[src/rtl/atapi_seq_pkg.sv]
package atapi_seq_pkg;
  typedef enum logic [2:0] {
    ST_IDLE, ST_CMD, ST_PKT, ST_DEC, ST_PREP, ST_DATA
  } seq_state_t;

  localparam logic [2:0] TF_DATA    = 3'd0;
  localparam logic [2:0] TF_ERRFEAT = 3'd1;
  localparam logic [2:0] TF_SCNT    = 3'd2;
  localparam logic [2:0] TF_LBAL    = 3'd3;
  localparam logic [2:0] TF_LBAM    = 3'd4;
  localparam logic [2:0] TF_LBAH    = 3'd5;
  localparam logic [2:0] TF_DEV     = 3'd6;
  localparam logic [2:0] TF_STATCMD = 3'd7;

  localparam int SB_BSY = 7;
  localparam int SB_DRQ = 3;

  localparam logic [7:0] OPC_PACKET = 8'hA0;
  localparam logic [7:0] OPC_READ10 = 8'h28;
  localparam logic [7:0] ERRB_ABRT  = 8'h04;
endpackage

[src/rtl/atapi_pkt_collect.sv]
module atapi_pkt_collect #(
  parameter int PKT_WORDS = 6
) (
  input  logic        clk,
  input  logic        rst_n,
  input  logic        clear,
  input  logic        wr_en,
  input  logic [15:0] wdata,
  output logic        full,
  output logic [7:0]  opcode,
  output logic [31:0] lba,
  output logic [15:0] nblk
);
  localparam int CNT_W  = $clog2(PKT_WORDS + 1);
  localparam int FLAT_W = 16 * PKT_WORDS;

  logic [CNT_W-1:0]  cnt_q;
  logic [15:0]       words_q [PKT_WORDS];
  logic [FLAT_W-1:0] flat;

  assign full = (cnt_q == CNT_W'(PKT_WORDS));

  always_ff @(posedge clk) begin
    if (!rst_n)                cnt_q <= '0;
    else if (clear)            cnt_q <= '0;
    else if (wr_en && !full)   cnt_q <= cnt_q + 1'b1;
  end

  for (genvar i = 0; i < PKT_WORDS; i++) begin : g_word
    always_ff @(posedge clk) begin
      if (!rst_n)
        words_q[i] <= '0;
      else if (wr_en && !full && cnt_q == CNT_W'(i))
        words_q[i] <= wdata;
    end
    assign flat[16*i +: 16] = words_q[i];
  end

  // byte k of the packet sits at flat[8k +: 8]
  assign opcode = flat[7:0];
  assign lba    = {flat[23:16], flat[31:24], flat[39:32], flat[47:40]};
  assign nblk   = {flat[63:56], flat[71:64]};
endmodule

[src/rtl/atapi_burst_plan.sv]
module atapi_burst_plan #(
  parameter int TOT_W = 27,
  parameter int LIM_W = 16
) (
  input  logic             clk,
  input  logic             rst_n,
  input  logic [LIM_W-1:0] lim,
  input  logic             load,
  input  logic [TOT_W-1:0] total,
  input  logic             start,
  input  logic             pop,
  output logic [LIM_W-2:0] burst_sz,
  output logic [LIM_W-2:0] burst_left,
  output logic             remain_zero
);
  logic [TOT_W-1:0] remain_q;
  logic [LIM_W-2:0] lim_words;

  // even limit in words; a zero even limit folds to the largest even value
  assign lim_words   = (lim[LIM_W-1:1] == '0) ? '1 : lim[LIM_W-1:1];
  assign burst_sz    = (remain_q < TOT_W'(lim_words)) ? remain_q[LIM_W-2:0] : lim_words;
  assign remain_zero = (remain_q == '0);

  always_ff @(posedge clk) begin
    if (!rst_n) begin
      remain_q   <= '0;
      burst_left <= '0;
    end else begin
      if (load)
        remain_q <= total;
      else if (start)
        remain_q <= remain_q - TOT_W'(burst_sz);
      if (start)
        burst_left <= burst_sz;
      else if (pop)
        burst_left <= burst_left - 1'b1;
    end
  end
endmodule

[src/rtl/atapi_word_hold.sv]
module atapi_word_hold #(
  parameter int W  = 16,
  parameter int CW = 27
) (
  input  logic          clk,
  input  logic          rst_n,
  input  logic          load,
  input  logic [CW-1:0] total,
  input  logic          src_valid,
  input  logic [W-1:0]  src_data,
  input  logic          pop,
  output logic          src_ready,
  output logic          hold_valid,
  output logic [W-1:0]  hold_data
);
  logic [CW-1:0] fetch_q;
  logic          take;

  assign src_ready = (fetch_q != '0) && (!hold_valid || pop);
  assign take      = src_valid && src_ready;

  always_ff @(posedge clk) begin
    if (!rst_n) begin
      fetch_q    <= '0;
      hold_valid <= 1'b0;
      hold_data  <= '0;
    end else begin
      if (load)
        fetch_q <= total;
      else if (take)
        fetch_q <= fetch_q - 1'b1;
      if (take) begin
        hold_valid <= 1'b1;
        hold_data  <= src_data;
      end else if (pop) begin
        hold_valid <= 1'b0;
      end
    end
  end
endmodule

[src/rtl/atapi_pio_seq.sv]
module atapi_pio_seq
  import atapi_seq_pkg::*;
#(
  parameter int BLOCK_WORDS = 1024,
  parameter int PKT_WORDS   = 6
) (
  input  logic        clk,
  input  logic        rst_n,
  input  logic [2:0]  tf_addr,
  input  logic        tf_wr,
  input  logic        tf_rd,
  input  logic [15:0] tf_wdata,
  output logic [15:0] tf_rdata,
  output logic        irq,
  output logic        src_cmd_valid,
  output logic [31:0] src_lba,
  output logic [15:0] src_blocks,
  input  logic        src_valid,
  output logic        src_ready,
  input  logic [15:0] src_data
);
  localparam int LIM_W = 16;
  localparam int TOT_W = 16 + $clog2(BLOCK_WORDS) + 1;

  seq_state_t state_q, state_d;
  logic [7:0]  scnt_q, lbal_q, lbam_q, lbah_q, dev_q;
  logic [15:0] lim_q;
  logic        err_q, irq_q;

  logic        pkt_full;
  logic [7:0]  pkt_opc;
  logic [31:0] pkt_lba;
  logic [15:0] pkt_nblk;
  logic [TOT_W-1:0] total_words;

  logic [LIM_W-2:0] burst_sz, burst_left;
  logic             remain_zero;
  logic             hold_valid;
  logic [15:0]      hold_data;
  logic [7:0]       stat_byte;

  logic cmd_acc, cmd_pkt, pkt_wr, dec_bad, dec_zero, dec_go;
  logic abort_evt, start_burst, pop, burst_end, done_evt, rd_stat;
  logic irq_set, irq_clr, bsy, drq;

  assign cmd_acc     = tf_wr && tf_addr == TF_STATCMD && state_q == ST_IDLE;
  assign cmd_pkt     = cmd_acc && tf_wdata[7:0] == OPC_PACKET;
  assign pkt_wr      = tf_wr && tf_addr == TF_DATA && state_q == ST_PKT;
  assign dec_bad     = state_q == ST_DEC && pkt_opc != OPC_READ10;
  assign dec_zero    = state_q == ST_DEC && !dec_bad && pkt_nblk == '0;
  assign dec_go      = state_q == ST_DEC && !dec_bad && pkt_nblk != '0;
  assign abort_evt   = (cmd_acc && !cmd_pkt) || dec_bad;
  assign start_burst = state_q == ST_PREP && hold_valid;
  assign pop         = tf_rd && tf_addr == TF_DATA && state_q == ST_DATA && hold_valid;
  assign burst_end   = pop && burst_left == LIM_W'(1);
  assign done_evt    = burst_end && remain_zero;
  assign rd_stat     = tf_rd && tf_addr == TF_STATCMD;

  assign total_words = TOT_W'(pkt_nblk) * TOT_W'(BLOCK_WORDS);

  atapi_pkt_collect #(.PKT_WORDS(PKT_WORDS)) u_pkt (
    .clk(clk), .rst_n(rst_n), .clear(cmd_pkt), .wr_en(pkt_wr), .wdata(tf_wdata),
    .full(pkt_full), .opcode(pkt_opc), .lba(pkt_lba), .nblk(pkt_nblk)
  );

  atapi_burst_plan #(.TOT_W(TOT_W), .LIM_W(LIM_W)) u_plan (
    .clk(clk), .rst_n(rst_n), .lim(lim_q), .load(dec_go), .total(total_words),
    .start(start_burst), .pop(pop), .burst_sz(burst_sz), .burst_left(burst_left),
    .remain_zero(remain_zero)
  );

  atapi_word_hold #(.W(16), .CW(TOT_W)) u_hold (
    .clk(clk), .rst_n(rst_n), .load(dec_go), .total(total_words),
    .src_valid(src_valid), .src_data(src_data), .pop(pop),
    .src_ready(src_ready), .hold_valid(hold_valid), .hold_data(hold_data)
  );

  assign src_cmd_valid = dec_go;
  assign src_lba       = pkt_lba;
  assign src_blocks    = pkt_nblk;

  always_comb begin
    state_d = state_q;
    case (state_q)
      ST_IDLE: if (cmd_pkt) state_d = ST_CMD;
      ST_CMD:  state_d = ST_PKT;
      ST_PKT:  if (pkt_full) state_d = ST_DEC;
      ST_DEC:  state_d = dec_go ? ST_PREP : ST_IDLE;
      ST_PREP: if (hold_valid) state_d = ST_DATA;
      ST_DATA: if (burst_end) state_d = remain_zero ? ST_IDLE : ST_PREP;
      default: state_d = ST_IDLE;
    endcase
  end

  assign irq_set = abort_evt || start_burst || done_evt || dec_zero;
  assign irq_clr = rd_stat || cmd_acc;

  always_ff @(posedge clk) begin
    if (!rst_n) begin
      state_q <= ST_IDLE;
      err_q   <= 1'b0;
      irq_q   <= 1'b0;
      lim_q   <= '0;
    end else begin
      state_q <= state_d;
      if (abort_evt)    err_q <= 1'b1;
      else if (cmd_acc) err_q <= 1'b0;
      if (irq_set)      irq_q <= 1'b1;
      else if (irq_clr) irq_q <= 1'b0;
      if (cmd_pkt)      lim_q <= {lbah_q, lbam_q};
    end
  end

  always_ff @(posedge clk) begin
    if (!rst_n) begin
      scnt_q <= '0;
      lbal_q <= '0;
      lbam_q <= '0;
      lbah_q <= '0;
      dev_q  <= '0;
    end else begin
      if (tf_wr) begin
        case (tf_addr)
          TF_SCNT: scnt_q <= tf_wdata[7:0];
          TF_LBAL: lbal_q <= tf_wdata[7:0];
          TF_LBAM: lbam_q <= tf_wdata[7:0];
          TF_LBAH: lbah_q <= tf_wdata[7:0];
          TF_DEV:  dev_q  <= tf_wdata[7:0];
          default: ;
        endcase
      end
      if (start_burst)
        {lbah_q, lbam_q} <= {burst_sz, 1'b0};
    end
  end

  assign bsy = state_q == ST_CMD || state_q == ST_DEC || state_q == ST_PREP;
  assign drq = state_q == ST_PKT || (state_q == ST_DATA && hold_valid);
  assign stat_byte = {bsy, 1'b1, 1'b0, 1'b0, drq, 2'b00, err_q};
  assign irq = irq_q;

  always_comb begin
    case (tf_addr)
      TF_DATA:    tf_rdata = (state_q == ST_DATA && hold_valid) ? hold_data : 16'h0000;
      TF_ERRFEAT: tf_rdata = {8'h00, err_q ? ERRB_ABRT : 8'h00};
      TF_SCNT:    tf_rdata = {8'h00, scnt_q};
      TF_LBAL:    tf_rdata = {8'h00, lbal_q};
      TF_LBAM:    tf_rdata = {8'h00, lbam_q};
      TF_LBAH:    tf_rdata = {8'h00, lbah_q};
      TF_DEV:     tf_rdata = {8'h00, dev_q};
      default:    tf_rdata = {8'h00, stat_byte};
    endcase
  end
endmodule

[config.mk]
export PLATFORM = sky130hd
export DESIGN_NAME = atapi_pio_seq
export DESIGN_NICKNAME = d
export VERILOG_FILES = /design/src/rtl/atapi_seq_pkg.sv /design/src/rtl/atapi_pkt_collect.sv /design/src/rtl/atapi_burst_plan.sv /design/src/rtl/atapi_word_hold.sv /design/src/rtl/atapi_pio_seq.sv
export SDC_FILE = /design/constraint.sdc
export NUM_CORES = 1
export LEC_CHECK = 0
export BUFFER_PORTS_ARGS = -buffer_cell sky130_fd_sc_hd__buf_2
export CAP_MARGIN = 0
export CORE_ASPECT_RATIO = 1.1
export CORE_MARGIN = 8
export CORE_UTILIZATION = 35
export CTS_CLUSTER_SIZE = 12
export DETAILED_ROUTE_END_ITERATION = 16
export PLACE_DENSITY = 0.59
export SYNTH_ARGS = -nofsm -noshare
export SYNTH_HDL_FRONTEND = slang
export SYNTH_SLANG_ARGS = --single-unit
[constraint.sdc]
create_clock -name clk -period 9.25 [get_ports clk]
set_input_delay 0.4625 -clock clk [delete_from_list [all_inputs] [get_ports clk]]
set_output_delay 0.4625 -clock clk [all_outputs]
set_load 0.01 [all_outputs]
**Word level (Yosys, flattened, before mapping)**

Memory sizes are Yosys's and may differ from the RTL's.
Cells that the tools add are included.

- Register bits: 150
- RAM bits: 96
- Bits of input ports: 40
- Output and inout port bits: 67
- Word-level logic and storage cells: 178
- Memories: 1

Memories:

| name | depth | bits a word | rd ports | clocked after Yosys merged registers in | wr ports | line | text |
|---|---|---|---|---|---|---|---|
| u_pkt.words_q | 6 | 16 | 5 | 0 | 6 | atapi_pkt_collect.sv:18 | `logic [15:0] words_q [PKT_WORDS];` |

- $add $sub $neg: 4
- Order comparisons: 1
- Equal/unequal tests: 25
- Mux-type cells: 55
- Bitwise gates (word level): 7
- Reductions and logical operators: 67

Operator list:

| kind | number |
|---|---|
| $mux W16 | 7 |
| $pmux W16 S7 | 1 |
| $mux W26 | 4 |
| $mux W15 | 4 |
| $mux W8 | 6 |
| $eq A3 B3 Y1 const B | 9 |
| $logic_and A1 B1 Y1 | 27 |
| $logic_not A27 Y1 | 1 |
| $lt A27 B15 Y1 | 1 |
| $reduce_bool A27 Y1 | 1 |
| $sub A27 B1 Y27 const B | 1 |
| $sub A27 B15 Y27 | 1 |
| $mux W1 | 25 |
| $mux W3 | 7 |
| $eq A3 B2 Y1 const B | 6 |
| $pmux W3 S6 | 1 |
| $reduce_bool A2 Y1 | 9 |
| $logic_not A16 Y1 | 1 |
| $reduce_bool A16 Y1 | 1 |
| $eq A15 B1 Y1 const B | 1 |
| $logic_not A15 Y1 | 1 |
| $sub A15 B1 Y15 const B | 1 |
| $reduce_and A2 Y1 | 6 |
| $eq A3 B1 Y1 const B | 3 |
| 12 further kinds | 34 |

**Longest topological paths before layout**

- Word-level depth: 11
- Depth in mapped cells: 29
- Mapped depth without buffers: 26

**Modules after synthesis**

A second synthesis with hierarchy kept.

- Cell total of the unflattened synthesis: 1443
- Area, all modules: 12339.3 um2

By module, submodules not included:

| module | times used | cells each | area each (um2) |
|---|---|---|---|
| atapi_burst_plan | 1 | 627 | 4360.4 |
| atapi_pio_seq | 1 | 398 | 3358.2 |
| atapi_pkt_collect | 1 | 153 | 2391.0 |
| atapi_word_hold | 1 | 265 | 2229.6 |

**Least setup slack after synthesis**

No wires, ideal clock.

- Path type: register to register
- Start: register lim_q[9]
- End: register u_plan.remain_q[25]
- Setup time: 0.117 ns
- Arrival time: 6.648 ns
- Setup slack: 2.484 ns
- Stages on the path, launching flop included: 29
- Period minus slack after synthesis: 6.766 ns
- Cell sequence: dfxtp_1 buf_2 nor4_4 and4_1 clkbuf_2 clkbuf_1 nor2_1 ha_1 nand3_1 nor2_1 o21ai_0 or4b_4 a21bo_2 nand2_1 clkbuf_1 clkbuf_1 nand2_1 o21ai_0 ha_1 nor2b_1 o21ai_0 a21boi_0 o31ai_1 nor3_1 o41a_1 o32ai_4 nor2_2 or4_1 a32o_1

- Word-level cells in the longest chain between the ends: 7

RTL lines:

| element | line | text |
|---|---|---|
| start: declaration | atapi_pio_seq.sv:27 | `logic [15:0] lim_q;` |
| start signal: assignment | atapi_pio_seq.sv:110 | `if (cmd_pkt) lim_q <= {lbah_q, lbam_q};` |
| $logic_not A15 Y1 | atapi_burst_plan.sv:20 | `assign lim_words = (lim[LIM_W-1:1] == '0) ? '1 : lim[LIM_W-1:1];` |
| $mux W15 * | atapi_burst_plan.sv:20 |  |
| $lt A27 B15 Y1 | atapi_burst_plan.sv:21 | `assign burst_sz = (remain_q < TOT_W'(lim_words)) ? remain_q[LIM_W-2:0] : lim_words;` |
| $mux W15 * | atapi_burst_plan.sv:21 |  |
| $sub A27 B15 Y27 * | atapi_burst_plan.sv:32 | `remain_q <= remain_q - TOT_W'(burst_sz);` |
| $mux W26 * | atapi_burst_plan.sv:31 | `else if (start)` |
| $mux W26 * | atapi_burst_plan.sv:29 | `if (load)` |
| end signal: assignment | atapi_burst_plan.sv:30 | `remain_q <= total;` |
| end signal: assignment | atapi_burst_plan.sv:32 |  |
| end: declaration | atapi_burst_plan.sv:16 | `logic [TOT_W-1:0] remain_q;` |

Mark *: on every way between the ends. The rest lies on a longest branch, timed or not. The select of a mux whose other input is x is not followed.
A chain may end at the register's enable or synchronous reset.

**Worst setup path after layout**

- Start: register lim_q[1]
- End: register u_plan.remain_q[25]

The elaborated chain is that of the path after synthesis.

==> results.toml <==
[status]
outcome = "completed"

[die]
initial_core_util_pct = 35.5
core-area_sq_um = 31300
dieHeight_um = 203
dieWidth_um = 186
die-area_sq_um = 37700
pin_count = 107
num_rows = 68

[synth]
synth_area_leaders = "dfxtp_1 (27%), edfxtp_1 (15%), a21oi_1 (5.5%)"
syn_nets = 1356
synth_warnings = 0
synth_common_cells = "nand2_1 (151), dfxtp_1 (149), a21oi_1 (123), nor2_1 (110), clkbuf_1 (71)"
syn_area_sq_um = 11100
synth-edff-count = 56
avgSynthCellArea_sq_um = 8.61
ys_async_sr_fraction_pct = 0
ys_ff_latch = 205
seq_area_frac_synth_pct = 42.0
yosys.cell_count.top_type = "nand2_1"
synth_top_area_cell = "dfxtp_1"
yosys_most_used_dff = "dfxtp_1"
synth_cells = 1290
synth_top_area_share_pct = 26.9
synth.distinct_cells = 81

[worst_setup_path]
path_cells = "nor3_1, and4_1, nor2_1, ha_1, nand3_1, nor2_1, o21ai_0, or4b_4, a21boi_0, nor2_1, buf_4, a21oi_1, ha_1, nor2b_1, o21ai_0, a21boi_0, o31ai_1, nor3_1, o41a_1, o32ai_4, nor2_2, or4_1, a32o_1"
crit_path_end_kind = "flop"
r2r_slack_ns = 1.79
cp-start-kind = "flop"
cp_slowest_cell = "nor3_1"
cp.required_ns = 9.66
cp_max_fo = 14
rr_worst_depth = 23
slowest_delay_ns = 0.66
path_buf_inv = 1
r2r_end = "u_plan.remain_q[25]"
arrival_ns = 7.87
path_class = "reg2reg"
crit_top_cell = "nor2_1"
reg2reg_from = "lim_q[1]"
cpLargestDelayFamily = "compound AO/OA/AOI/OAI gates"

[pwr]
p_int_uw = 2500
pwr-share-clk_pct = 18.9
comb_power_share_pct = 54.1
p_switching_uw = 2040
switching_share_pct = 45.0
total_power_uw = 4530
seq_power_share_pct = 27.0
vdd_drop_max_mv = 0.243
leakage_uw = 0.00495
power_density_nw_per_um2 = 359

[global_routing]
grt_first_pass_wirelength_um = 52500
grt_usage_pct = 17.2
grt_pass1_vias = 9398
grt_max_degree = 69
antenna_found_initial = 0
overflow = 0

[route]
ant_nets = 0
detail_route.wl_per_cell_um = 18.5
firstDrtPassIters = 5
drc_errors = 0
drtIter0Drc = 648
viasPerCell = 5.52
vias = 9852
wirelength_um = 33000

[clock_tree]
post_cts_buffers = 0
path_clk_slew_ns = 0.06
cts_buffer_depth = 3
cts_resized = 0
htreeDepth = 1
hold_buffers = 0
cts_num_sinks = 205
cts_root_buffer = "clkbuf_16"
numCtsBuffers = 23
clkLatencyLatePin_ns = 0.52
tritoncts = "built"

[layout]
syn_to_final_growth_pct = 13.7
diodes = 0
nFillCells = 3183
fin_area_sq_um = 12600
drive_above_1_share_pct = 13.1
nNetsFinal = 1415

[timing]
skew_ns = 0.0178
slew_headroom_pct = 27.0
setup_viol = 0
slew_violations = 0
fmax_mhz = 134
hold_viol = 0
worst_hold_slack_ns = 0.189
worst_slew_pin_slew_ns = 1.09
rsz0062_at_grt = "false"
fin_crit_ns = 7.46
fin_ws_ns = 1.79
post-route-period-util_pct = 80.7
fin_setup_tns_ns = 0

[min_path]
min_to = "u_hold.hold_data[6]"
holdPathStages = 3
hp-class = "in2reg"
holdCritStartpoint = "src_data[6]"

[place]
place_area_sq_um = 11900
dp_hpwl_um = 23500
place_ws_ns = 1.83
gp_congestion = 0.906
port_buffers = 106

[job]
cap_violations = 0
[registers in the layout (all words and copies together), names as in the netlist]
signal,count
u_pkt.words_q,56
u_hold.fetch_q,27
u_plan.remain_q,27
u_hold.hold_data,16
lim_q,15
u_plan.burst_left,15
dev_q,8
lbah_q,8
lbal_q,8
lbam_q,8
scnt_q,8
state_q,3
u_pkt.cnt_q,3
err_q,1
irq,1
u_hold.hold_valid,1
[layer usage]
layer | vias up | wire [um] | track usage, %
met2 | 281 | 15800 | 28.7
met5 | - | 0 | 0
met3 | 69 | 1630 | 2.41
met4 | 0 | 1110 | 6.36
li1 | 4782 | - | -
met1 | 4720 | 14400 | 22.1
[layout make-up]
class / instances / area (sq um) / area share [%]
clock inverter: 10 / 77.6 / 0.615
tap: 420 / 526 / 4.16
sequential: 205 / 4660 / 37.0
timing repair buffer: 119 / 628 / 4.98
inverter: 31 / 116 / 0.922
multi-input combinational: 969 / 5990 / 47.5
clock buffer: 31 / 616 / 4.88
[power by group through the flow]
stage | Clock [uW] | Combinational, uW | Sequential (uW)
2_1_floorplan | 0 | 1890 | 1170
3_3_place_gp | 0 | 2410 | 1240
3_5_place_dp | 0 | 2440 | 1240
4_1_cts | 877 | 2450 | 1220
5_1_grt | 906 | 2720 | 1250
6_report | 856 | 2450 | 1220
[logic make-up after synthesis]
group,share of synthesized area [%]
AND/OR/NAND/NOR,23.6
AO/OA/AOI/OAI,18.2
flip-flops,42.0
buffers and inverters,4.05
multiplexers,5.42
XOR/XNOR,3.63
adder cells (fa/ha/maj),3.18
[layout by cell type, fill, tap and decap left out, types with 19 or more instances in the layout]
cell         n
a31oi_1     19
dfxtp_1    149
a21oi_1    123
nand3_1     26
nor2_1     110
clkbuf_16   23
xnor2_1     29
buf_2      106
inv_1       29
mux2i_1     50
nor4_1      26
ha_1        25
edfxtp_1    56
nand2_1    151
and2_1      64
o21ai_0     59
and3_1      19
nor3_1      26
[metrics by stage]
stage / instances / utilization [%]
floorplan: 1290 / -
global placement: 1744 / 38.1
detailed placement: 1744 / 38.1
CTS: 1785 / 40.3
global route: 1785 / 40.3
finish: 1785 / 40.3
[worst max path at each step]
stage / slack, ns / end / cells past startpoint / from
floorplan: 2.48 / u_plan.remain_q[25] / 28 / lim_q[9]
global placement: 2.07 / u_plan.remain_q[25] / 23 / lim_q[1]
detailed placement: 1.83 / u_plan.remain_q[25] / 23 / lim_q[1]
CTS: 1.82 / u_plan.remain_q[25] / 23 / lim_q[1]
global route: 1.20 / u_plan.remain_q[25] / 24 / lim_q[1]
finish: 1.79 / u_plan.remain_q[25] / 23 / lim_q[1]
[worst reg2reg max path, stage by stage, from the launching register on]
cell	delay [ns]
dfxtp_1	0.33
nor3_1	0.66
and4_1	0.63
nor2_1	0.21
ha_1	0.36
nand3_1	0.09
nor2_1	0.10
o21ai_0	0.13
or4b_4	0.53
a21boi_0	0.66
nor2_1	0.09
buf_4	0.22
a21oi_1	0.21
ha_1	0.20
nor2b_1	0.05
o21ai_0	0.20
a21boi_0	0.17
o31ai_1	0.64
nor3_1	0.09
o41a_1	0.56
o32ai_4	0.35
nor2_2	0.13
or4_1	0.49
a32o_1	0.26
(Power assumes the default switching activity.)
